--- config.mk ---
export PLATFORM = sky130hd
export DESIGN_NAME = pingpong_dma
export DESIGN_NICKNAME = d
export VERILOG_FILES = /design/src/rtl/pp_dma_pkg.sv /design/src/rtl/pp_dma_ctrl.sv /design/src/rtl/pp_dma_datapath.sv /design/src/rtl/pingpong_dma.sv
export SDC_FILE = /design/constraint.sdc
export NUM_CORES = 1
export LEC_CHECK = 0
export ABC_AREA = 0
export CORE_AREA = 4 4 89 91
export CTS_CLUSTER_SIZE = 8
export DETAILED_ROUTE_END_ITERATION = 7
export DIE_AREA = 0 0 93 95
export DONT_BUFFER_PORTS = 1
export PLACE_DENSITY = 0.8
export SETUP_SLACK_MARGIN = 0.3
export SYNTH_ARGS = -nofsm -noshare
export SYNTH_HDL_FRONTEND = slang
export SYNTH_HIERARCHICAL = 1
export SYNTH_SLANG_ARGS = --single-unit
--- constraint.sdc ---
create_clock -name clk -period 5.4 [get_ports clk]
set_input_delay 0.81 -clock clk [delete_from_list [all_inputs] [get_ports clk]]
set_output_delay 0.81 -clock clk [all_outputs]
set_load 0.005 [all_outputs]
--- src/rtl/pp_dma_pkg.sv ---
package pp_dma_pkg;

  // Strobes from control to datapath, valid in the cycle of acceptance.
  typedef struct packed {
    logic accept;    // a sample is taken this cycle
    logic frameEnd;  // accepted sample is last of its frame
    logic blockEnd;  // accepted sample is last of its block
    logic fillSel;   // buffer being filled before this edge
    logic restart;   // engine disabled, clear position
  } ppStrobe_t;

endpackage

--- src/rtl/pp_dma_ctrl.sv ---
module pp_dma_ctrl
  import pp_dma_pkg::*;
#(
  parameter int CNT_W = 8
) (
  input  logic             clk,
  input  logic             rstN,
  input  logic             cfgEnable,
  input  logic [CNT_W-1:0] cfgElemCount,
  input  logic [CNT_W-1:0] cfgFrameCount,
  input  logic             inValid,
  input  logic             procAck,
  output logic             inReady,
  output ppStrobe_t        strb,
  output logic             frameDone,
  output logic             blockDone,
  output logic             fillBuf,
  output logic             readyBuf,
  output logic             overrun
);

  localparam logic [CNT_W-1:0] ONE = CNT_W'(1);

  logic [CNT_W-1:0] elemIdx;
  logic [CNT_W-1:0] frameIdx;
  logic             pending;
  logic             accept;
  logic             lastElem;
  logic             lastFrame;

  assign inReady   = cfgEnable;
  assign accept    = inValid && inReady;
  assign lastElem  = (elemIdx == cfgElemCount - ONE);
  assign lastFrame = (frameIdx == cfgFrameCount - ONE);

  always_comb begin
    strb.accept   = accept;
    strb.frameEnd = accept && lastElem;
    strb.blockEnd = accept && lastElem && lastFrame;
    strb.fillSel  = fillBuf;
    strb.restart  = !cfgEnable;
  end

  always_ff @(posedge clk or negedge rstN) begin
    if (!rstN) begin
      elemIdx   <= '0;
      frameIdx  <= '0;
      fillBuf   <= 1'b0;
      readyBuf  <= 1'b0;
      pending   <= 1'b0;
      overrun   <= 1'b0;
      frameDone <= 1'b0;
      blockDone <= 1'b0;
    end else if (!cfgEnable) begin
      elemIdx   <= '0;
      frameIdx  <= '0;
      fillBuf   <= 1'b0;
      readyBuf  <= 1'b0;
      pending   <= 1'b0;
      overrun   <= 1'b0;
      frameDone <= 1'b0;
      blockDone <= 1'b0;
    end else begin
      frameDone <= strb.frameEnd;
      blockDone <= strb.blockEnd;
      if (accept) begin
        if (lastElem) begin
          elemIdx <= '0;
          if (lastFrame) frameIdx <= '0;
          else           frameIdx <= frameIdx + ONE;
        end else begin
          elemIdx <= elemIdx + ONE;
        end
      end
      if (strb.blockEnd) begin
        fillBuf  <= ~fillBuf;
        readyBuf <= fillBuf;
        pending  <= 1'b1;
        if (pending && !procAck) overrun <= 1'b1;
      end else if (procAck) begin
        pending <= 1'b0;
      end
    end
  end

  // a block end is always also a frame end
  p_block_implies_frame_r5: assert property (@(posedge clk) disable iff (!rstN)
    blockDone |-> frameDone);

  // roles exchange in the cycle the block pulse appears
  p_swap_toggles_r5: assert property (@(posedge clk) disable iff (!rstN)
    blockDone |-> (fillBuf != $past(fillBuf)) && (readyBuf == $past(fillBuf)));

  // overrun can only appear together with a swap
  p_overrun_on_swap_r8: assert property (@(posedge clk) disable iff (!rstN)
    $rose(overrun) |-> blockDone);

  // ready indicator changes only on a swap or a restart
  p_ready_stable_r5: assert property (@(posedge clk) disable iff (!rstN)
    (!blockDone && $past(cfgEnable)) |-> $stable(readyBuf));

endmodule

--- src/rtl/pp_dma_datapath.sv ---
module pp_dma_datapath
  import pp_dma_pkg::*;
#(
  parameter int DATA_W = 16,
  parameter int ADDR_W = 12
) (
  input  logic              clk,
  input  logic              rstN,
  input  ppStrobe_t         strb,
  input  logic [DATA_W-1:0] inData,
  input  logic [ADDR_W-1:0] cfgSrcBase,
  input  logic [ADDR_W-1:0] cfgBufBase0,
  input  logic [ADDR_W-1:0] cfgBufBase1,
  output logic [ADDR_W-1:0] srcAddr,
  output logic              wrEn,
  output logic              wrBuf,
  output logic [ADDR_W-1:0] wrAddr,
  output logic [DATA_W-1:0] wrData
);

  localparam logic [ADDR_W-1:0] STEP = ADDR_W'(1);

  logic [ADDR_W-1:0] blkOff;
  logic [ADDR_W-1:0] bufBase [2];
  logic [ADDR_W-1:0] dstBase;

  assign bufBase[0] = cfgBufBase0;
  assign bufBase[1] = cfgBufBase1;
  assign dstBase    = bufBase[strb.fillSel];
  assign srcAddr    = cfgSrcBase + blkOff;

  always_ff @(posedge clk or negedge rstN) begin
    if (!rstN) begin
      blkOff <= '0;
      wrEn   <= 1'b0;
      wrBuf  <= 1'b0;
      wrAddr <= '0;
      wrData <= '0;
    end else begin
      wrEn <= strb.accept;
      if (strb.accept) begin
        wrAddr <= dstBase + blkOff;
        wrData <= inData;
        wrBuf  <= strb.fillSel;
      end
      if (strb.restart || strb.blockEnd) blkOff <= '0;
      else if (strb.accept)              blkOff <= blkOff + STEP;
    end
  end

  // each acceptance yields one write of the accepted sample
  p_write_tracks_accept_r2: assert property (@(posedge clk) disable iff (!rstN)
    strb.accept |=> wrEn && (wrData == $past(inData)));

  // no write follows a disabled cycle
  p_no_write_disabled_r9: assert property (@(posedge clk) disable iff (!rstN)
    strb.restart |=> !wrEn);

  // the write after a block end lands at the new buffer base
  p_restart_at_base_r6: assert property (@(posedge clk) disable iff (!rstN)
    (strb.accept && $past(strb.blockEnd)) |=> wrAddr == $past(dstBase));

endmodule

--- src/rtl/pingpong_dma.sv ---
module pingpong_dma
  import pp_dma_pkg::*;
#(
  parameter int DATA_W = 16,
  parameter int ADDR_W = 12,
  parameter int CNT_W  = 8
) (
  input  logic              clk,
  input  logic              rstN,
  input  logic              cfgEnable,
  input  logic [ADDR_W-1:0] cfgSrcBase,
  input  logic [ADDR_W-1:0] cfgBufBase0,
  input  logic [ADDR_W-1:0] cfgBufBase1,
  input  logic [CNT_W-1:0]  cfgElemCount,
  input  logic [CNT_W-1:0]  cfgFrameCount,
  input  logic              inValid,
  input  logic [DATA_W-1:0] inData,
  output logic              inReady,
  output logic [ADDR_W-1:0] srcAddr,
  output logic              wrEn,
  output logic              wrBuf,
  output logic [ADDR_W-1:0] wrAddr,
  output logic [DATA_W-1:0] wrData,
  output logic              frameDone,
  output logic              blockDone,
  output logic              fillBuf,
  output logic              readyBuf,
  input  logic              procAck,
  output logic              overrun
);

  ppStrobe_t strb;

  pp_dma_ctrl #(.CNT_W(CNT_W)) u_ctrl (
    .clk          (clk),
    .rstN         (rstN),
    .cfgEnable    (cfgEnable),
    .cfgElemCount (cfgElemCount),
    .cfgFrameCount(cfgFrameCount),
    .inValid      (inValid),
    .procAck      (procAck),
    .inReady      (inReady),
    .strb         (strb),
    .frameDone    (frameDone),
    .blockDone    (blockDone),
    .fillBuf      (fillBuf),
    .readyBuf     (readyBuf),
    .overrun      (overrun)
  );

  pp_dma_datapath #(.DATA_W(DATA_W), .ADDR_W(ADDR_W)) u_dp (
    .clk        (clk),
    .rstN       (rstN),
    .strb       (strb),
    .inData     (inData),
    .cfgSrcBase (cfgSrcBase),
    .cfgBufBase0(cfgBufBase0),
    .cfgBufBase1(cfgBufBase1),
    .srcAddr    (srcAddr),
    .wrEn       (wrEn),
    .wrBuf      (wrBuf),
    .wrAddr     (wrAddr),
    .wrData     (wrData)
  );

  // write buffer number matches the buffer being filled before the edge
  p_wr_in_fill_buf_r3: assert property (@(posedge clk) disable iff (!rstN)
    wrEn |-> wrBuf == $past(fillBuf));

endmodule

==> summary.md, run 1 <==
| Metric | Value |
|---|---|
| Area of the multi-input gates | `0.00279 sq mm` |
| Peak VDD IR | `0.000189 V` |
| CTS tree | `built` |
| Max_slew headroom | `32.4%` |
| Clock sink total | `64` |
| ANT nets after route | `0` |
| Max Cap Viol | `0` |
| Crit path arrival time | `2.34 ns` |
| Fin crit period | `3.15 ns` |
| Fill count | `595` |
| Least-Margin Pin Slew | `1.00 ns` |
| Status | `completed` |
| Initial DRC Count | `130` |
| Clk buf depth | `2` |
| Die Span Y | `95 um` |
| Pwr Total | `1.14 mW` |
| DR pass1 iterations | `4` |
| Drt wl/cell | `17.3 um` |
| Clk_skew | `0.00862 ns` |
| Crit path capture type | `primary output` |
| Final Slew Violations | `0` |
| Vias in the first global route | `3432` |
| Pre-CTS setup slack | `2.13 ns` |
| Cts hold-fix bufs | `0` |
| Setup tns final | `0 ns` |
| Total leakage power | `2.11 nW` |
| Cell Pwr Density | `237 mW/mm^2` |
| Clock Latency Late Sink | `0.33 ns` |
| Vias per inst | `6.16` |
| Post-CTS Resized | `0` |
| Width of the chip | `93 um` |
| GRT overflow | `0` |
| Reg clk slew, reported paths | `0.06 ns` |
| Nets | `570` |
| Synth Warn # | `6` |
| Layout area overhead | `5.61%` |
| Critical path launch point type | `flop` |
| Core ar. | `0.00714 sq mm` |
| Hold Path Class | `input port to asynchronous set/reset pin` |
| Syn nets | `575` |
| Diode count | `0` |
| Post-CTS setup buffers | `0` |
| Register area | `0.00160 sq mm` |
| Pin count of the biggest net entering global routing | `65` |
| Final WS setup | `2.25 ns` |
| Fmax | `0.318 GHz` |
| DP Wirelength | `7450 um` |
| Post-route DRC | `0` |
| FP Rows | `31` |
| Tcrit/Tclk final | `58.3%` |
| WL final | `9860 um` |
| RSZ-0062 raised after global routing | `false` |
| First-pass GRT wire length | `16200 um` |
| Layout cell share with drive strength beyond 1 | `15.5%` |
| Syn Area/Cell | `9.62 sq um` |
| Req. time, crit path | `4.59 ns` |
| Synth Instances | `473` |
| Critical path class | `flop to primary output` |
| Initial antenna violation count | `0` |
| DR vias | `3515` |
| CP max FO | `5` |
| Port Buf Inserts | `0` |
| CTS buffer count | `9` |
| GRT Total Usage | `22.9%` |
| Die area | `0.00884 sq mm` |
| Initial Utilization | `63.8%` |
| Root buffer cell | `clkbuf_8` |
| GP Congestion | `0.870` |
| Setup-failing EPs final | `0` |
| Io pins | `121` |
| H-tree depth | `3` |
| Final hold violation count | `0` |
| Post-Syn Area | `0.00455 sq mm` |
-- path summary, 6_finish.rpt --
check / startpoint / end / slack, ns / cells past startpoint
setup / recovery: u_dp/blkOff[0] / srcAddr[10] / 2.25 / 7
hold / removal: rstN / u_dp/blkOff[11] / 0.17 / 0
setup reg to reg: u_ctrl/fillBuf / u_dp/wrAddr[8] / 2.43 / 8
hold reg to reg: u_dp/wrAddr[3] / u_dp/wrAddr[3] / 0.52 / 1
max in group asynchronous: rstN / u_dp/wrData[2] / 5.10 / 0
min in group clk: u_dp/wrAddr[3] / u_dp/wrAddr[3] / 0.52 / 1
-- cell usage in the layout (no fill, tap or decap), types with 7 or more instances in the layout --
master     n
a21o_1     7
a21oi_1   17
clkbuf_8  11
dfrtp_1   64
ha_1      27
inv_1     17
mux2_2    33
nand2_1   34
nand3_1   22
nand4_1   16
nor2_1    43
nor3_1    12
o21ai_0   13
xnor2_1   26
xor2_1    21
-- metal layers --
metal	vias up	track usage (%)	wire length (um)
met1	1695	28.1	4060
met2	107	40.7	5180
li1	1701	-	-
met5	-	0	0
met3	12	5.90	518
met4	0	5.01	95
-- flip-flops by register name, summed over array words and instances, names as in the netlist --
name and flops:
u_ctrl/elemIdx 8, u_dp/wrData 16, u_ctrl/overrun 1, u_dp/wrEn 1, u_dp/blkOff 12, u_ctrl/blockDone 1
u_ctrl/frameDone 1, u_ctrl/frameIdx 8, u_ctrl/fillBuf 1, u_ctrl/pending 1, u_ctrl/readyBuf 1, u_dp/wrBuf 1
u_dp/wrAddr 12
-- stage by stage --
stage	instances	hold slack, ns	utilization, %	area [sq um]
2_1_floorplan	473	0.470	-	4550
3_3_place_gp	556	0.516	64.3	4590
3_5_place_dp	556	0.516	64.3	4590
4_1_cts	571	0.152	67.4	4810
5_1_grt	571	0.144	67.4	4810
6_report	571	0.174	67.4	4810
-- area by class of cell --
class | instances | area share, %
multi-input combinational | 374 | 58.0
sequential | 64 | 33.3
clock buffer | 12 | 3.23
tap | 99 | 2.58
inverter | 18 | 1.41
clock inverter | 3 | 1.35
timing repair buffer | 1 | 0.156
-- power by group --
group / switching (mW) / internal (mW) / leakage [nW] / total [mW]
clock network: 0.173 / 0.282 / 0.112 / 0.455
logic: 0.0669 / 0.0680 / 1.17 / 0.135
registers: 0.0333 / 0.515 / 0.828 / 0.549
total: 0.273 / 0.866 / 2.11 / 1.14
-- worst max-delay path, cell delays in order, from the launching register on --
cell and delay, ns:
dfrtp_1 0.46, ha_1 0.26, fa_1 0.42, a21oi_1 0.24, o311ai_1 0.15, nor2_1 0.19
o21ai_1 0.11, xor2_1 0.18
Power figures use the tool's default switching activity.
==> run 2, diff against run 1 <==
- ABC_AREA: 0 -> 1
- CORE_AREA: 4 4 89 91 -> 4 4 97 99
- DIE_AREA: 0 0 93 95 -> 0 0 101 103
- PLACE_DENSITY: 0.8 -> 0.77
- clock period: 5.4 -> 2.62 ns (I/O delays scaled with it)
==> run 2 against run 1 <==
Compared with the run above:
- utilization fell by 3.0 points
- sequential power rose by 110%
- clock power rose by 64%
- critical endpoint is now srcAddr[6]
- largest cell class unchanged
==> summary.md, run 2 <==
| Metric | Value |
|---|---|
| Least-Margin Pin Slew | `0.368 ns (-0.634 ns)` |
| DP Wirelength | `9280 um (+25%)` |
| Yosys reg bits | `64` |
| Largest registers | `u_dp/wrData (16), u_dp/blkOff (12), u_dp/wrAddr (12)` |
| Synth Warn # | `6 (unchanged)` |
| Most common cell after layout, fill and taps aside | `nand2_1` |
| Port Buf Inserts | `0 (unchanged)` |
| Peak VDD IR | `0.000290 V (+54%)` |
| Post-synthesis compound-gate area fraction | `5.74%` |
| Initial Utilization | `58.4% (-5.4 points)` |
| Core ar. | `0.00855 sq mm (+20%)` |
| Hold Path Class | `input port to flop` |
| Number of flip-flops in the largest register | `16 (unchanged)` |
| Io pins | `121 (unchanged)` |
| Combinational share of power | `16.5% (+4.7 points)` |
| Max_slew headroom | `75.5% (+43 points)` |
| DR pass1 iterations | `5 (+1)` |
| Nets | `863 (+51%)` |
| Syn nets | `846 (+47%)` |
| Clock Latency Late Sink | `0.34 ns (about the same)` |
| ANT nets after route | `0 (unchanged)` |
| Simple-Gate Fraction of Synth Area | `40.5%` |
| Critical path launch point type | `flop` |
| Final Slew Violations | `0 (unchanged)` |
| Setup-failing EPs final | `0 (unchanged)` |
| Layout area overhead | `10.2%` |
| FP Rows | `34 (+9.7%)` |
| Util after Layout | `64.3% (-3.0 points)` |
| Met3 Wirelength | `872 um (+68%)` |
| CP max FO | `4 (-1)` |
| Fill count | `764 (+28%)` |
| Critical Path Max Stage Delay | `0.43 ns (-0.03 ns)` |
| Ys flop type | `dfrtp_1` |
| Reg clk slew, reported paths | `0.07 ns (about the same)` |
| Seq/Total Area, Yosys | `32.1%` |
| Crit path arrival time | `1.89 ns (-0.45 ns)` |
| Critical path class | `flop to primary output` |
| Initial DRC Count | `190 (+46%)` |
| Power share of the clock group | `33.1% (-6.9 points)` |
| Diode count | `0 (unchanged)` |
| Status | `completed` |
| Initial antenna violation count | `0 (unchanged)` |
| RSZ-0062 raised after global routing | `true` |
| P_int | `1.59 mW (+84%)` |
| GRT overflow | `0 (unchanged)` |
| Most frequent cells in the layout | `nand2_1, inv_1, nor2_1, nand3_1, dfrtp_1` |
| Layout Cells excl Fill | `873 (+53%)` |
| Register area | `0.00161 sq mm (+0.70%)` |
| R2r worst-path depth | `10 (+2)` |
| Pwr Total | `2.26 mW (+98%)` |
| Metal-1 WL | `4950 um (+22%)` |
| FFs w/ async S/R, synth | `100%` |
| Layout cell share with drive strength beyond 1 | `12.0% (-3.4 points)` |
| Clk buf depth | `2 (unchanged)` |
| Commonest cells in the netlist | `nand2_1, inv_1, nor2_1` |
| Inst Count DP | `843 (+52%)` |
| CTS tree | `built` |
| Most flop-heavy register | `u_dp/wrData` |
| XOR/XNOR share of the synthesized area | `5.79%` |
| Req. time, crit path | `2.23 ns (-2.36 ns)` |
| Vias in the first global route | `4276 (+25%)` |
| Max Cap Viol | `0 (unchanged)` |
| Die area | `0.0104 sq mm (+18%)` |
| First-pass GRT wire length | `19100 um (+17%)` |
| H-tree depth | `3 (unchanged)` |
| Max layer used | `met4` |
| Fin crit period | `2.28 ns` |
| Pin count of the biggest net entering global routing | `65 (unchanged)` |
| Synth area leader | `dfrtp_1` |
| Width of the chip | `101 um (+8.6%)` |
| Post-route DRC | `0 (unchanged)` |
| Net Sw Frac | `29.5% (+5.5 points)` |
| Synth Area in Adders | `7.57%` |
| Root buffer cell | `clkbuf_8` |
| Post-synth EDFFs | `0` |
| CTS buffer count | `9 (unchanged)` |
| Fmax | `0.439 GHz` |
| Mux cell area share after synthesis | `0%` |
| Crit path capture type | `primary output` |
| WL met2 | `6180 um (+19%)` |
| Tcrit/Tclk final | `87.0%` |
| Setup tns final | `0 ns (unchanged)` |
| Synth Instances | `744 (+57%)` |
| Dominant cells by area after synthesis | `dfrtp_1, nand2_1, ha_1, inv_1, nand3_1` |
| Total leakage power | `2.96 nW (+40%)` |
| Final hold violation count | `0 (unchanged)` |
| Most common cell in the netlist | `nand2_1` |
| Vias per inst | `5.35 (-13%)` |
| GP Congestion | `0.960 (+10%)` |
| NetSw | `0.665 mW (+140%)` |
| Slowest cell on crit path | `dfrtp_2` |
| Area of the multi-input gates | `0.00307 sq mm (+10%)` |
| Die Span Y | `103 um (+8.4%)` |
| Syn Area/Cell | `6.71 sq um (-30%)` |
| Synth top area share | `32.1%` |
| CP Cell Sequence | `ha_4 -> fa_2 -> nand3_2 -> nand2_2 -> a21oi_2 -> xor2_1` |
| Largest family of logic cells by synthesized area | `simple AND/OR/NAND/NOR gates` |
| Post-Syn Area | `0.00499 sq mm (+9.6%)` |
| Flop pwr share | `50.3% (+2.1 points)` |
| WL final | `12200 um (+23%)` |
| Clk_skew | `0.00637 ns (-0.00225 ns)` |
| Cell Pwr Density | `410 mW/mm^2 (+73%)` |
| DR vias | `4670 (+33%)` |
| Library cells used by synthesis | `40` |
| Drt wl/cell | `13.9 um (-19%)` |
| GRT Total Usage | `22.8% (-0.050 points)` |
| Hold Crit Depth | `2` |
| Clock sink total | `64 (unchanged)` |
-- run 2: worst paths after layout --
kind / from / endpoint / slack (ns)
min reg2reg: u_ctrl/pending / u_ctrl/pending / 0.50
max in group asynchronous: rstN / u_ctrl/fillBuf / 1.76
max reg2reg: u_ctrl/fillBuf / u_dp/wrAddr[4] / 0.52
max: u_dp/blkOff[0] / srcAddr[6] / 0.34
min in group asynchronous: rstN / u_dp/blkOff[6] / 0.57
min: inData[14] / u_dp/wrData[14] / 0.17
-- run 2: cells by family (layout without fill, tap and decap cells) --
kind of cell               Yosys count  count (layout)
AOI/OAI and AO/OA                   53              53
xor gates and xnor gates            33              33
adders and majority gates           29              29
buffers and inverters              102             123
DFF                                 64              64
and+or+nand+nor                    463             463
-- run 2: final cells by class --
type                            instances  share of cell area [%]
Sequential cell                        64                    29.3
Tap cell                              108                    2.46
Clock buffer                           12                    2.82
Inverter                               87                    5.94
Multi-Input combinational cell        578                    55.9
Clock inverter                          3                   0.318
Timing Repair Buffer                   21                    3.28
-- run 2: per-stage QoR --
stage	hold WS (ns)	worst slack (ns)	area, sq um
floorplan	0.0974	0.556	4990
global placement	0.0996	0.146	5080
detailed placement	0.0992	-0.00423	5080
CTS	0.151	0.313	5320
global route	0.154	0.210	5500
finish	0.171	0.340	5500
-- run 2: power groups by stage --
| stage | combinational [mW] | sequential [mW] | clock (mW) |
|---|---|---|---|
| floorplan | 0.275 | 1.13 | 0 |
| global placement | 0.314 | 1.15 | 0 |
| detailed placement | 0.330 | 1.16 | 0 |
| CTS | 0.361 | 1.14 | 0.767 |
| global route | 0.426 | 1.14 | 0.817 |
| finish | 0.373 | 1.14 | 0.748 |
-- run 2: layer usage --
layer / track usage [%] / up-vias
met5: 0 / -
met4: 6.13 / 0
met3: 6.16 / 20
met2: 40.2 / 136
met1: 27.7 / 2139
li1: - / 2375
-- run 2: critical path: cells and delay by family, from the launching register on --
kind / cells / cell delay, ns
AO/OA/AOI/OAI: 1 / 0.16
XOR/XNOR: 1 / 0.19
adder cells (fa/ha/maj): 2 / 0.60
flip-flops: 1 / 0.43
AND/OR/NAND/NOR: 2 / 0.16
-- run 2: what timing repair did --
item,in CTS,in global routing
hold buffers,2,0
resized for setup,7,20
setup buffers,1,12
pin swaps,0,3
endpoints found under the hold margin,64,0
setup endpoints to repair,9,15
==> run 3, diff against run 2 <==
- BUFFER_PORTS_ARGS: not set -> -buffer_cell sky130_fd_sc_hd__clkbuf_2
- CORE_AREA: 4 4 97 99 -> 4 4 104 106
- CTS_BUF_LIST: not set -> sky130_fd_sc_hd__clkbuf_4 sky130_fd_sc_hd__clkbuf_8
- DIE_AREA: 0 0 101 103 -> 0 0 108 110
- DONT_BUFFER_PORTS: 1 -> not set
- PLACE_DENSITY: 0.77 -> 0.79
- SKIP_CTS_REPAIR_TIMING: not set -> 1
==> run 3 against run 2 <==
Compared with the run above:
- first-iteration DRC count up 6.8%
- register-to-register slack better by 0.05 ns
- sequential power about the same
- via count up 8.6%
- count of clock-buffer cells in the layout down 2
- routed wire length up 5.0%
- die area up 14%
- maximum frequency down 3.9%
- highest routed layer unchanged
- total power up 20%
- clock power up 43%
==> summary.md, run 3 (same netlist as run 2, synthesis figures left out) <==
| Metric | Value |
|---|---|
| Layout area overhead | `25.2%` |
| Util after Layout | `63.9% (-0.40 points)` |
| DR pass1 iterations | `4 (-1)` |
| Port Buf Inserts | `120 (+120)` |
| Die area | `0.0119 sq mm (+14%)` |
| Tcrit/Tclk final | `90.5% (+3.5 points)` |
| Hold Path Class | `input port to asynchronous set/reset pin` |
| Post-route DRC | `0 (unchanged)` |
| First-pass GRT wire length | `20500 um (+7.4%)` |
| NetSw | `0.759 mW (+14%)` |
| Pre-CTS setup slack | `0.278 ns (+0.282 ns)` |
| Setup-failing EPs final | `0 (unchanged)` |
| GP Congestion | `0.944 (-1.7%)` |
| Max Cap Viol | `0 (unchanged)` |
| Critical path launch point type | `flop` |
| Cell Pwr Density | `433 mW/mm^2 (+5.5%)` |
| Width of the chip | `108 um (+6.9%)` |
| H-tree depth | `3 (unchanged)` |
| CTS buffer count | `9 (unchanged)` |
| Vias per inst | `4.96 (-7.3%)` |
| CP max FO | `4 (unchanged)` |
| Crit path arrival time | `1.98 ns (+0.09 ns)` |
| Layout Cells excl Fill | `1022 (+17%)` |
| Fill count | `922 (+21%)` |
| Req. time, crit path | `2.23 ns (about the same)` |
| Power share of the clock group | `39.6% (+6.5 points)` |
| Status | `completed` |
| ANT nets after route | `0 (unchanged)` |
| Final WS setup | `0.248 ns (-0.0915 ns)` |
| GRT overflow | `0 (unchanged)` |
| DP Wirelength | `9580 um (+3.2%)` |
| Net Sw Frac | `28.1% (-1.4 points)` |
| Area of the multi-input gates | `0.00311 sq mm (+1.2%)` |
| Combinational share of power | `19.2% (+2.7 points)` |
| Flop pwr share | `41.2% (-9.1 points)` |
| WL final | `12800 um (+5.0%)` |
| Vias in the first global route | `4610 (+7.8%)` |
| Most flop-heavy register | `u_dp/wrData` |
| Final hold violation count | `0 (unchanged)` |
| Fmax | `0.422 GHz (-3.9%)` |
| Number of flip-flops in the largest register | `16 (unchanged)` |
| Clk_skew | `0.00893 ns (+0.00255 ns)` |
| GRT Total Usage | `21.4% (-1.5 points)` |
| Peak VDD IR | `0.000326 V (+12%)` |
| Largest registers | `u_dp/wrData (16), u_dp/blkOff (12), u_dp/wrAddr (12)` |
| Fin crit period | `2.37 ns (+0.0915 ns)` |
| Total leakage power | `3.51 nW (+19%)` |
| Inst Count DP | `993 (+18%)` |
| Pin count of the biggest net entering global routing | `39 (-40%)` |
| Initial DRC Count | `203 (+6.8%)` |
| Io pins | `121 (unchanged)` |
| RSZ-0062 raised after global routing | `true` |
| Dpl cell area | `0.00575 sq mm (+13%)` |
| Clock sink total | `64 (unchanged)` |
| Nets | `986 (+14%)` |
| Least-Margin Pin Slew | `0.471 ns (+0.103 ns)` |
| CTS tree | `built` |
| Drt wl/cell | `12.5 um (-10%)` |
| Reg clk slew, reported paths | `0.08 ns (about the same)` |
| Design area | `0.00625 sq mm (+14%)` |
| Root buffer cell | `clkbuf_8` |
| Die Span Y | `110 um (+6.8%)` |
| FP Rows | `36 (+5.9%)` |
| Most common cell after layout, fill and taps aside | `nand2_1` |
| Clock Latency Late Sink | `0.34 ns (about the same)` |
| Pwr Total | `2.70 mW (+20%)` |
| Max_slew headroom | `68.6% (-6.9 points)` |
| Layout cell share with drive strength beyond 1 | `25.0% (+13 points)` |
| DR vias | `5070 (+8.6%)` |
| P_int | `1.95 mW (+22%)` |
| Most frequent cells in the layout | `nand2_1, clkbuf_2, inv_1, nor2_1, nand3_1` |
| Clk buf depth | `2 (unchanged)` |
| Core ar. | `0.00977 sq mm (+14%)` |
| Register area | `0.00161 sq mm (about the same)` |
| Initial Utilization | `51.0% (-7.3 points)` |
| Final Slew Violations | `0 (unchanged)` |
| Critical path class | `flop to primary output` |
| Initial antenna violation count | `0 (unchanged)` |
| Diode count | `0 (unchanged)` |
| Crit path capture type | `primary output` |
[run 3: metrics by stage]
stage,TNS [ns],hold slack [ns]
floorplan,0,0.0974
global placement,0,0.421
detailed placement,0,0.424
CTS,-0.00503,0.0443
global route,0,0.0596
finish,0,0.0384
[run 3: layout make-up]
| cell class | count | area share, % |
|---|---|---|
| Multi-Input combinational cell | 578 | 49.8 |
| Sequential cell | 64 | 25.8 |
| Timing Repair Buffer | 144 | 12.5 |
| Inverter | 87 | 5.23 |
| Tap cell | 133 | 2.66 |
| Clock buffer | 10 | 2.20 |
| Clock inverter | 6 | 1.84 |
[run 3: routing by layer]
metal | track usage, % | vias up | wire length, um
met5 | 0 | - | 0
met1 | 26.9 | 2286 | 5610
met4 | 7.03 | 0 | 263
li1 | - | 2620 | -
met2 | 36.8 | 142 | 6220
met3 | 4.43 | 22 | 686
[run 3: power by group through the flow]
stage	sequential (mW)	combinational, mW	clock [mW]
after detailed placement	1.13	0.498	0
final	1.11	0.519	1.07
after CTS	1.12	0.501	1.09
after global placement	1.13	0.488	0
after global routing	1.12	0.595	1.14
after floorplan	1.13	0.275	0
[run 3: path summary, 6_finish.rpt]
path                           startpoint  slack, ns             end  cells after the start
max in group asynchronous            rstN       2.16  u_ctrl/fillBuf                      2
setup / recovery           u_dp/blkOff[0]       0.25      srcAddr[6]                      7
min in group clk                inData[1]       0.25  u_dp/wrData[1]                      3
hold / removal                       rstN       0.04  u_dp/wrAddr[6]                      2
hold reg to reg            u_dp/wrData[4]       0.47  u_dp/wrData[4]                      2
setup reg to reg           u_ctrl/fillBuf       0.57  u_dp/wrAddr[4]                     10
[run 3: worst max-delay path, cell delays in order (launching register included)]
cell and delay, ns:
dfrtp_2 0.43, ha_4 0.18, fa_2 0.41, nand3_2 0.09, nand2_2 0.09, a21oi_2 0.16
xor2_1 0.15, buf_2 0.13
